`config.mk`:
```
export PLATFORM = sky130hd
export DESIGN_NAME = trap_event_guard
export DESIGN_NICKNAME = d
export VERILOG_FILES = /design/src/rtl/trap_guard_pkg.sv /design/src/rtl/trap_edge_detect.sv /design/src/rtl/sticky_flag_bank.sv /design/src/rtl/channel_trap_gate.sv /design/src/rtl/trap_event_guard.sv
export SDC_FILE = /design/constraint.sdc
export NUM_CORES = 1
export LEC_CHECK = 0
export BUFFER_PORTS_ARGS = -buffer_cell sky130_fd_sc_hd__clkbuf_2
export CAP_MARGIN = 20
export CORE_ASPECT_RATIO = 1.2
export CORE_MARGIN = 2
export CORE_UTILIZATION = 33
export CTS_CLUSTER_DIAMETER = 100
export DETAILED_ROUTE_END_ITERATION = 10
export PLACE_DENSITY = 0.93
export SLEW_MARGIN = 20
export SYNTH_ARGS = -nofsm -noshare
export SYNTH_HDL_FRONTEND = slang
export SYNTH_HIERARCHICAL = 1
export SYNTH_SLANG_ARGS = --single-unit
```
`constraint.sdc`:
```
create_clock -name clk -period 3 [get_ports clk]
set_input_delay 0.15 -clock clk [delete_from_list [all_inputs] [get_ports clk]]
set_output_delay 0.15 -clock clk [all_outputs]
set_load 0.05 [all_outputs]
```
`src/rtl/trap_guard_pkg.sv`:
```
// Shared constants for the trap guard: flag indices and default sizes.
// Assumes every flag vector in the block uses these bit positions.
package trap_guard_pkg;
    localparam int EV_TRAP   = 0;
    localparam int EV_FULL   = 1;
    localparam int EV_EMPTY  = 2;
    localparam int NUM_EV    = 3;
    localparam int DEF_CH    = 9;
    localparam int DEF_LINES = 16;
endpackage

```
`src/rtl/trap_edge_detect.sv`:
```
// Selects one fault line, synchronizes it through two flops and flags the
// configured edge. Assumes the selector and the edge mode change only while
// the lines are quiet; a change made while a line is active can look like an edge.
module trap_edge_detect #(
    parameter int LINES = 16,
    localparam int SEL_W = $clog2(LINES)
) (
    input  logic             clk,
    input  logic             rst_n,
    input  logic [LINES-1:0] lines_i,
    input  logic [SEL_W-1:0] sel_i,
    input  logic             fall_i,
    output logic             fire_o,
    output logic             level_o
);
    logic sync1, sync2, prev;

    // Raw level of the watched line, shown without any clock delay.
    assign level_o = lines_i[sel_i];

    // Synchronizer chain plus a history flop for edge detection.
    always_ff @(posedge clk) begin
        if (!rst_n) begin
            sync1 <= 1'b0;
            sync2 <= 1'b0;
            prev  <= 1'b0;
        end else begin
            sync1 <= level_o;
            sync2 <= sync1;
            prev  <= sync2;
        end
    end

    // Edge decode for the selected direction.
    always_comb begin
        if (fall_i) fire_o = prev & ~sync2;
        else        fire_o = sync2 & ~prev;
    end

    // An edge lasts one cycle, because the history flop catches up.
    assert_single_pulse_R2: assert property (@(posedge clk) disable iff (!rst_n)
        (fire_o && $stable(fall_i)) |=> !fire_o);
endmodule

```
`src/rtl/sticky_flag_bank.sv`:
```
// A bank of sticky flags with set priority over clear, and an OR of the
// enabled flags. Assumes the set and clear inputs are one-cycle strobes.
module sticky_flag_bank #(
    parameter int N = 3
) (
    input  logic         clk,
    input  logic         rst_n,
    input  logic [N-1:0] set_i,
    input  logic [N-1:0] clr_i,
    input  logic [N-1:0] en_i,
    output logic [N-1:0] flag_o,
    output logic         irq_o
);
    // One flop per flag; a set overrides a clear in the same cycle.
    for (genvar k = 0; k < N; k++) begin : g_flag
        always_ff @(posedge clk) begin
            if (!rst_n)        flag_o[k] <= 1'b0;
            else if (set_i[k]) flag_o[k] <= 1'b1;
            else if (clr_i[k]) flag_o[k] <= 1'b0;
        end

        assert_set_wins_R10: assert property (@(posedge clk) disable iff (!rst_n)
            set_i[k] |=> flag_o[k]);
        assert_clear_works_R8: assert property (@(posedge clk) disable iff (!rst_n)
            (clr_i[k] && !set_i[k]) |=> !flag_o[k]);
        assert_sticky_R9: assert property (@(posedge clk) disable iff (!rst_n)
            (flag_o[k] && !clr_i[k]) |=> flag_o[k]);
    end

    // Combined interrupt from the enabled flags.
    assign irq_o = |(flag_o & en_i);
endmodule

```
`src/rtl/channel_trap_gate.sv`:
```
// Replaces each trap-protected channel with its passive level while the
// trap state is active. Assumes polarity 1 = active low (passive high).
module channel_trap_gate #(
    parameter int CH = 9
) (
    input  logic          trap_i,
    input  logic [CH-1:0] en_i,
    input  logic [CH-1:0] pol_i,
    input  logic [CH-1:0] raw_i,
    output logic [CH-1:0] out_o
);
    // Per-channel output multiplexer.
    for (genvar i = 0; i < CH; i++) begin : g_ch
        assign out_o[i] = (trap_i && en_i[i]) ? pol_i[i] : raw_i[i];
    end
endmodule

```
`src/rtl/trap_event_guard.sv`:
```
// Top level: fault-line watch, trap state, sticky event flags, interrupt
// and channel gating. Assumes register writes arrive as one-cycle strobes.
module trap_event_guard
    import trap_guard_pkg::*;
#(
    parameter int NUM_CH    = DEF_CH,
    parameter int NUM_LINES = DEF_LINES,
    localparam int SEL_W    = $clog2(NUM_LINES)
) (
    input  logic              clk,
    input  logic              rst_n,
    input  logic [NUM_LINES-1:0] trap_in,
    input  logic [SEL_W-1:0]  trap_sel,
    input  logic              trap_edge_fall,
    input  logic [NUM_CH-1:0] ch_trap_en,
    input  logic [NUM_CH-1:0] ch_pol,
    input  logic [NUM_CH-1:0] ch_raw,
    input  logic              fifo_full_evt,
    input  logic              fifo_empty_evt,
    input  logic [NUM_EV-1:0] evt_set,
    input  logic [NUM_EV-1:0] evt_clr,
    input  logic              trap_force,
    input  logic              trap_release,
    input  logic [NUM_EV-1:0] irq_en,
    output logic [NUM_CH-1:0] ch_out,
    output logic [NUM_EV-1:0] evt_flags,
    output logic              trap_state,
    output logic              trap_level,
    output logic              irq
);
    logic              trap_fire;
    logic [NUM_EV-1:0] flag_set;

    trap_edge_detect #(.LINES(NUM_LINES)) u_detect (
        .clk     (clk),
        .rst_n   (rst_n),
        .lines_i (trap_in),
        .sel_i   (trap_sel),
        .fall_i  (trap_edge_fall),
        .fire_o  (trap_fire),
        .level_o (trap_level)
    );

    // Gather the set sources for each flag.
    always_comb begin
        flag_set           = evt_set;
        flag_set[EV_TRAP]  = evt_set[EV_TRAP] | trap_fire | trap_force;
        flag_set[EV_FULL]  = evt_set[EV_FULL] | fifo_full_evt;
        flag_set[EV_EMPTY] = evt_set[EV_EMPTY] | fifo_empty_evt;
    end

    sticky_flag_bank #(.N(NUM_EV)) u_flags (
        .clk    (clk),
        .rst_n  (rst_n),
        .set_i  (flag_set),
        .clr_i  (evt_clr),
        .en_i   (irq_en),
        .flag_o (evt_flags),
        .irq_o  (irq)
    );

    // Trap state: entered by a detected edge or a forced trap, left by release.
    always_ff @(posedge clk) begin
        if (!rst_n)                       trap_state <= 1'b0;
        else if (trap_fire || trap_force) trap_state <= 1'b1;
        else if (trap_release)            trap_state <= 1'b0;
    end

    channel_trap_gate #(.CH(NUM_CH)) u_gate (
        .trap_i (trap_state),
        .en_i   (ch_trap_en),
        .pol_i  (ch_pol),
        .raw_i  (ch_raw),
        .out_o  (ch_out)
    );

    assert_state_has_cause_R6: assert property (@(posedge clk) disable iff (!rst_n)
        $rose(trap_state) |-> $past(trap_fire || trap_force));
    assert_fire_sets_both_R2: assert property (@(posedge clk) disable iff (!rst_n)
        trap_fire |=> (trap_state && evt_flags[EV_TRAP]));
    assert_force_sets_both_R7: assert property (@(posedge clk) disable iff (!rst_n)
        trap_force |=> (trap_state && evt_flags[EV_TRAP]));
    assert_idle_passthru_R5: assert property (@(posedge clk) disable iff (!rst_n)
        !trap_state |-> (ch_out == ch_raw));
endmodule

```
==> results of run 1 <==
-- registers in the layout, indices dropped and copies added (netlist names) --
| signal | count |
|---|---|
| u_detect/prev | 1 |
| u_detect/sync1 | 1 |
| u_detect/sync2 | 1 |
| u_flags/flag_o | 3 |
| trap_state | 1 |
-- where the power goes --
group	total [mW]	internal [mW]	switching, mW
registers	0.107	0.100	0.00651
logic	0.168	0.0726	0.0958
clock network	0.0846	0.0507	0.0339
total	0.360	0.223	0.136
-- cell type report --
cell class	instances	area share (%)
Sequential cell	7	13.8
Inverter	3	1.11
Multi-Input combinational cell	46	42.2
Clock buffer	4	2.60
Tap cell	18	2.22
Timing Repair Buffer	77	38.1
-- metal layers --
layer	vias up	share of wire (%)	global-route usage, %
met5	-	0	0
met4	0	2.5	6.77
met3	6	17	7.91
met2	74	50	37.2
met1	330	30	14.5
li1	371	-	-
-- through the flow --
step           setup WS, ps  cell area, um2
6_report               1390            1010
3_5_place_dp           1460             986
2_1_floorplan          1520             589
3_3_place_gp           1520             986
4_1_cts                1380            1010
5_1_grt                1290            1010
-- worst max-delay path, delay by kind of cell, from the launching register on --
family                 cells  cell delay [ps]
flip-flops                 1              530
AND/OR/NAND/NOR            1              140
buffers and inverters      1              230
multiplexers               1              310
-- cells in the final DEF, fill, tap and decap left out --
master,instances
a222oi_1,1
mux2_4,9
mux2i_1,1
o21a_1,3
o21ai_0,1
nor2_1,1
clkbuf_1,1
o22ai_1,1
a21oi_1,1
clkbuf_4,3
o31a_1,1
nand2b_1,1
or3_1,1
clkbuf_2,77
dfxtp_1,7
a211oi_1,1
mux4_1,4
inv_1,3
nor2b_1,4
or2_2,2
nand2_1,12
and2_1,2
-- cells by family after synthesis --
kind of cell	synth area share (%)
compound gates	11.0
simple gates	18.9
mux	42.5
flops	23.8
buf+inv	3.82
-- worst max-delay path by stage --
stage	cells past startpoint	endpoint	slack (ps)	start
after CTS	3	ch_out[1]	1380	trap_state
after global placement	5	trap_level	1520	trap_sel[3]
after floorplan	3	trap_level	1520	trap_sel[3]
final	3	ch_out[6]	1390	trap_state
after detailed placement	5	trap_level	1460	trap_sel[3]
after global routing	3	ch_out[6]	1290	trap_state
==> results.yml, run 1 <==
final_layout:
  ff_latch_area_um2: 140
  drive_gt1_share_pct: 66.4
  fin_util_pct: 60.9
  layout.cells.non_filler: 155
  multiInputGateArea_um2: 427
  n_fill_cell: 154
  diodes: 0
  fin_nets: 201
  area_delta_synth_final_pct: 71.8
worst_setup_path:
  worst-path-max-fanout: 11
  slowest_stage: "dfxtp_1"
  timing.rr.start: "u_detect/prev"
  reg2regPathDepth: 5
  worstPathArrival_ps: 1460
  cp-end-kind: "primary output"
  required_ps: 2850
  path_class: "flop to primary output"
  rrSetupSlack_ps: 1800
  critPathLaunchType: "flop"
  reg2reg_to: "u_flags/flag_o[0]"
  max_stage_delay_ps: 530
  cp_cell_sequence: "nand2_1 -> mux2_4 -> clkbuf_2"
synth:
  syn-num-nets: 120
  yosysUniqueCellTypes: 20
  synth_common_cells: "nand2_1 (12), mux2_4 (9), dfxtp_1 (7)"
  synthCells: 57
  yosysWarnings: 6
  synth_area_um2: 589
  yosys.area.top_type: "dfxtp_1"
  dominantRegCellSynth: "dfxtp_1"
  seq_area_frac_synth_pct: 23.8
  synth_most_common_cell: "nand2_1"
  synth_top_area_share_pct: 23.8
  synth_area_leaders: "dfxtp_1 (24%), mux2_4 (23%), mux4_1 (18%)"
  synth_seq_cells: 7
  async_reset_ff_share_pct: 0
  avgSynthCellArea_um2: 10.3
  synth-edff-count: 0
clocking:
  cts_made_buffers: 3
  ctsRootBufferMaster: "clkbuf_4"
  cts_hold_buf: 0
  cts_sinks: 7
  tritoncts: "done"
  insertion_delay_ps: 250
  htreeDepth: 1
  cts.repair.resized: 0
  path_clk_slew_ps: 50
  cts_setup_buffers: 0
  clockBufferDepth: 2
route:
  drt-total-wl_um: 1940
  drt_iter0_markers: 4
  drc: 0
  detail_route.vias_per_cell: 5.04
  vias: 781
  ant_nets: 0
  dr.pass1.iters: 4
  wl_per_cell_um: 12.5
sta:
  hold_slack_ps: 134
  rsz0062_at_grt: "no"
  fin_setup_tns_ps: 0
  period_share_pct: 53.6
  finalHoldViolCount: 0
  max_freq_mhz: 622
  relSlewSlack_pct: 76.2
  finalClockSkew_ps: 2.57
  worst_pin_slew_ps: 357
  layout_min_cycle_time_ps: 1610
  setup-violations-final: 0
  drv_slew: 0
global_routing:
  grt_pass1_vias: 723
  globalRouteOverflowTotal: 0
  grt_pass1_wl_um: 2920
  track_usage_pct: 18.2
  grt_max_degree: 12
  antenna_found_initial: 0
die:
  start_util_pct: 35.5
  die_x_um: 42.6
  die_h_um: 50.3
  rows: 16
  die-area_um2: 2140
  ios: 78
  core_um2: 1660
placement:
  place_congestion: 0.734
  port_buffers: 77
  hpwl_um: 1800
  place_inst: 151
pwr:
  p_leak_nw: 0.600
  powerDensity_nw_per_um2: 355
  finalPower_uw: 360
  peakVddDrop_v: 0.000231
job:
  maxCapViolations: 0
min_path:
  whs_path_depth: 2
  min_delay_worst_endpoint: "trap_state"
  worstHoldStart: "trap_force"
  hp-class: "input port to flop"
status:
  status: "completed"
Note: power is estimated with default switching activity, not from simulation.
==> run 2: changes to the inputs <==
Settings changed: ABC_AREA from default to 1, CORE_UTILIZATION 33 to 30, PLACE_DENSITY 0.93 to 0.84.
Clock period 3 ns to 1.39 ns, I/O delays scaled along.
==> results.yml, run 2 <==
min_path:
  worstHoldStart: "evt_clr[2]"
  whs_path_depth: 4
  min_delay_worst_endpoint: "u_flags/flag_o[2]"
  hp-class: "input port to flop"
sta:
  layout_min_cycle_time_ps: 1230
  setup-violations-final: 0
  max_freq_mhz: 816
  worst_slack_ps: 164
  fin_setup_tns_ps: 0
  finalHoldViolCount: 0
  relSlewSlack_pct: 81.2
  rsz0062_at_grt: "no"
  finalClockSkew_ps: 1.37
  drv_slew: 0
  worst_pin_slew_ps: 284
  period_share_pct: 88.2
global_routing:
  track_usage_pct: 13.7
  grt_pass1_wl_um: 3100
  globalRouteOverflowTotal: 0
  grt_max_degree: 21
  antenna_found_initial: 0
  grt_pass1_vias: 902
synth:
  seq_area_frac_synth_pct: 19.7
  synth_area_leaders: "nand2_1 (32%), dfxtp_1 (20%), inv_1 (13%)"
  dominantRegCellSynth: "dfxtp_1"
  yosysWarnings: 6
  synth-edff-count: 0
  synthCells: 130
  synth_top_family_by_area: "simple AND/OR/NAND/NOR gates"
  avgSynthCellArea_um2: 5.48
  synthSimpleGateAreaFrac_pct: 54.8
  synth_area_um2: 712
  synthAdderAreaFrac_pct: 0
  yosys.area.top_type: "nand2_1"
  synth_seq_cells: 7
  synthXorXnorAreaFrac_pct: 0
  synth_common_cells: "nand2_1 (61), inv_1 (24), nand3_1 (15)"
  synth_top_area_share_pct: 32.2
  async_reset_ff_share_pct: 0
  synthMuxAreaShare_pct: 0
  synth_most_common_cell: "nand2_1"
  syn-num-nets: 193
  synth_compound_area_share_pct: 4.75
  yosysUniqueCellTypes: 14
placement:
  place_congestion: 0.756
  port_buffers: 77
  placed_cell_area_um2: 1090
  hpwl_um: 1680
  pre_cts_slack_ps: 300
clocking:
  htreeDepth: 1
  cts_made_buffers: 3
  path_clk_slew_ps: 50
  clockBufferDepth: 2
  insertion_delay_ps: 240
  cts.repair.resized: 0
  cts_setup_buffers: 0
  cts_sinks: 7
  cts_hold_buf: 0
  tritoncts: "done"
  ctsRootBufferMaster: "clkbuf_4"
final_layout:
  largest_register_ffs: 3
  mostFrequentLayoutCells: "clkbuf_2 (77), nand2_1 (61), inv_1 (24), nand3_1 (15), dfxtp_1 (6)"
  fin_nets: 272
  final_area_um2: 1120
  drive_gt1_share_pct: 43.3
  diodes: 0
  largest-register: "u_flags/flag_o"
  fin_util_pct: 49.2
  final_common_cell: "clkbuf_2"
  area_delta_synth_final_pct: 57.8
die:
  start_util_pct: 31.2
  die-area_um2: 2780
  die_h_um: 57.4
  rows: 19
  ios: 78
  die_x_um: 48.5
  core_um2: 2280
worst_setup_path:
  cp-end-kind: "primary output"
  rrSetupSlack_ps: 440
  path_class: "flop to primary output"
  reg2regPathDepth: 8
  timing.rr.start: "u_detect/sync2"
  worst-path-max-fanout: 20
  required_ps: 1320
  reg2reg_to: "u_flags/flag_o[0]"
  critPathLaunchType: "flop"
  worstPathArrival_ps: 1160
route:
  drt-total-wl_um: 1900
  dr.pass1.iters: 4
  wl_per_cell_um: 7.94
  ant_nets: 0
  vias: 1034
  met3_length_um: 304
  drt-met1-wl_um: 681
  detail_route.vias_per_cell: 4.33
  top_layer: "met3"
  drt_iter0_markers: 8
  drc: 0
  wl_met2_um: 911
status:
  status: "completed"
pwr:
  pwr-share-seq_pct: 29.5
  switching_share_pct: 42.0
  powerDensity_nw_per_um2: 703
  finalPower_uw: 790
  peakVddDrop_v: 0.000516
  p_int_uw: 458
  p_comb_share_pct: 48.0
  switchingPower_uw: 332
  p_leak_nw: 0.768
  pwr-share-clk_pct: 22.5
job:
  maxCapViolations: 0
==> run 2: cell types whose count changed after synthesis, moves of 3 or more <==
cell,delta
nand3_1,+15
mux2_4,-9
o21a_1,-3
nand3_2,+5
nand2_1,+49
a21oi_1,+4
mux4_1,-4
nor2b_1,-4
inv_1,+21
==> run 2: metal layers <==
layer | vias to the layer above | global-route usage, %
li1 | 547 | -
met1 | 422 | 11.6
met2 | 65 | 28.2
met3 | 0 | 7.59
met4 | 0 | 2.04
met5 | - | 0
==> run 2: cell type report <==
type / count / area (um2)
fill: 265 / 1160
timing repair buffer: 77 / 385
multi-input combinational: 94 / 424
tap: 31 / 38.8
clock buffer: 4 / 26.3
sequential: 7 / 144
inverter: 26 / 105
==> run 2: per-stage QoR <==
stage               hold WS (ps)  instances
finish                      68.3        239
global route                82.6        239
CTS                         59.4        239
detailed placement           323        235
global placement             319        235
floorplan                    167        130
==> run 2: worst max path at each step <==
stage	from	end	slack [ps]	cells past startpoint
5_1_grt	trap_state	ch_out[8]	70	3
3_3_place_gp	trap_sel[0]	trap_level	300	9
2_1_floorplan	trap_state	ch_out[1]	140	4
3_5_place_dp	trap_sel[0]	trap_level	300	9
6_report	trap_state	ch_out[8]	160	3
4_1_cts	trap_state	ch_out[1]	50	3
==> run 2: kinds of logic (layout without fill, tap and decap cells) <==
group	count (synthesis)	count (layout)
and+or+nand+nor	88	88
buffers and inverters	29	107
DFF	7	7
AOI/OAI and AO/OA	6	6
==> run 2: critical path, cell delays in order (launching register included) <==
cell	delay [ps]
dfxtp_4	460
nand3_1	100
nand2_1	80
clkbuf_2	270
==> run 2: power by group through the flow <==
| stage | Sequential [mW] | Combinational, mW | Clock, mW |
|---|---|---|---|
| 2_1_floorplan | 0.257 | 0.236 | 0 |
| 3_3_place_gp | 0.237 | 0.378 | 0 |
| 3_5_place_dp | 0.238 | 0.381 | 0 |
| 4_1_cts | 0.234 | 0.382 | 0.187 |
| 6_report | 0.233 | 0.379 | 0.177 |
| 5_1_grt | 0.236 | 0.413 | 0.203 |
==> run 3: changes to the inputs <==
Settings changed: CORE_UTILIZATION 30 to 32, CTS_BUF_LIST from default to sky130_fd_sc_hd__clkbuf_4, PLACE_DENSITY 0.84 to 0.88.
==> results.yml, run 3 (same netlist as run 2, synthesis figures left out) <==
status:
  status: "completed"
worst_setup_path:
  required_ps: 1320
  rrSetupSlack_ps: 440
  path_class: "flop to primary output"
  worst-path-max-fanout: 20
  critPathLaunchType: "flop"
  cp-end-kind: "primary output"
  worstPathArrival_ps: 1130
  timing.rr.start: "u_detect/sync2"
  reg2regPathDepth: 8
  reg2reg_to: "u_flags/flag_o[0]"
sta:
  fin_setup_tns_ps: 0
  finalHoldViolCount: 0
  max_freq_mhz: 830
  layout_min_cycle_time_ps: 1200
  worst_pin_slew_ps: 280
  setup-violations-final: 0
  worst_slack_ps: 186
  drv_slew: 0
  finalClockSkew_ps: 1.40
  hold_slack_ps: 73.0
  rsz0062_at_grt: "no"
  period_share_pct: 86.6
  relSlewSlack_pct: 81.4
global_routing:
  globalRouteOverflowTotal: 0
  grt_busiest_layer: "met2"
  grt_pass1_vias: 805
  grt_pass1_wl_um: 2740
  antenna_found_initial: 0
  track_usage_pct: 13.7
  use_met1_pct: 10.7
  grt_max_degree: 21
  met3_usage_pct: 6.82
  use_met2_pct: 27.4
route:
  wl_per_cell_um: 7.76
  drt_iter0_markers: 3
  detail_route.vias_per_cell: 4.25
  drc: 0
  dr.pass1.iters: 5
  ant_nets: 0
  vias: 1012
  drt-total-wl_um: 1850
die:
  die-area_um2: 2620
  die_h_um: 55.7
  core_um2: 2070
  start_util_pct: 34.4
  rows: 18
  die_x_um: 47.1
  ios: 78
final_layout:
  fin_util_pct: 54.3
  layout.cells.non_filler: 238
  largest-register: "u_flags/flag_o"
  mostFrequentLayoutCells: "clkbuf_2 (77), nand2_1 (61), inv_1 (24), nand3_1 (15), dfxtp_1 (6)"
  fin_nets: 272
  final_area_um2: 1130
  largest_register_ffs: 3
  ff_latch_area_um2: 144
  area_delta_synth_final_pct: 58.2
  diodes: 0
  multiInputGateArea_um2: 424
  final_common_cell: "clkbuf_2"
  drive_gt1_share_pct: 43.8
  n_fill_cell: 237
clocking:
  htreeDepth: 1
  cts_hold_buf: 0
  cts_sinks: 7
  path_clk_slew_ps: 50
  tritoncts: "done"
  clockBufferDepth: 2
  insertion_delay_ps: 240
  cts_made_buffers: 3
  ctsRootBufferMaster: "clkbuf_4"
  cts.repair.resized: 0
  cts_setup_buffers: 0
placement:
  hpwl_um: 1690
  port_buffers: 77
  place_inst: 234
  placed_cell_area_um2: 1090
  place_congestion: 0.715
  pre_cts_slack_ps: 298
pwr:
  finalPower_uw: 802
  powerDensity_nw_per_um2: 712
  p_leak_nw: 0.772
  peakVddDrop_v: 0.000517
min_path:
  whs_path_depth: 3
  hp-class: "input port to flop"
  min_delay_worst_endpoint: "trap_state"
  worstHoldStart: "rst_n"
job:
  maxCapViolations: 0
## run 3: cell counts in the layout (fill, tap and decap cells not counted)
No cell type changed its count.
## run 3: per-layer routing
metal  vias to the layer above  wire length [um]
li1                        548                 -
met1                       405               630
met2                        59               919
met3                         0               297
met4                         0                 0
met5                         -                 0
## run 3: how the worst max path moves through the flow
stage,from,end,slack [ps],cells past startpoint
6_report,trap_state,ch_out[5],190,3
5_1_grt,trap_state,ch_out[0],110,4
4_1_cts,trap_state,ch_out[5],70,3
3_5_place_dp,trap_sel[0],trap_level,300,9
3_3_place_gp,trap_sel[0],trap_level,300,9
2_1_floorplan,trap_state,ch_out[1],140,4
## run 3: area by class of cell
| class | count | area share (%) |
|---|---|---|
| sequential | 7 | 12.8 |
| inverter | 26 | 9.33 |
| multi-input combinational | 94 | 37.7 |
| timing repair buffer | 77 | 34.2 |
| tap | 30 | 3.33 |
| clock buffer | 4 | 2.67 |
## run 3: worst max-delay path, stage by stage, from the launching register on
cell and delay, ps:
dfxtp_4 450, nand3_1 100, nand2_1 80, clkbuf_2 270
## run 3: power breakdown
part / switching (mW) / internal (mW) / total [mW]
clock: 0.0646 / 0.128 / 0.193
sequential: 0.0167 / 0.215 / 0.232
combinational: 0.244 / 0.134 / 0.377
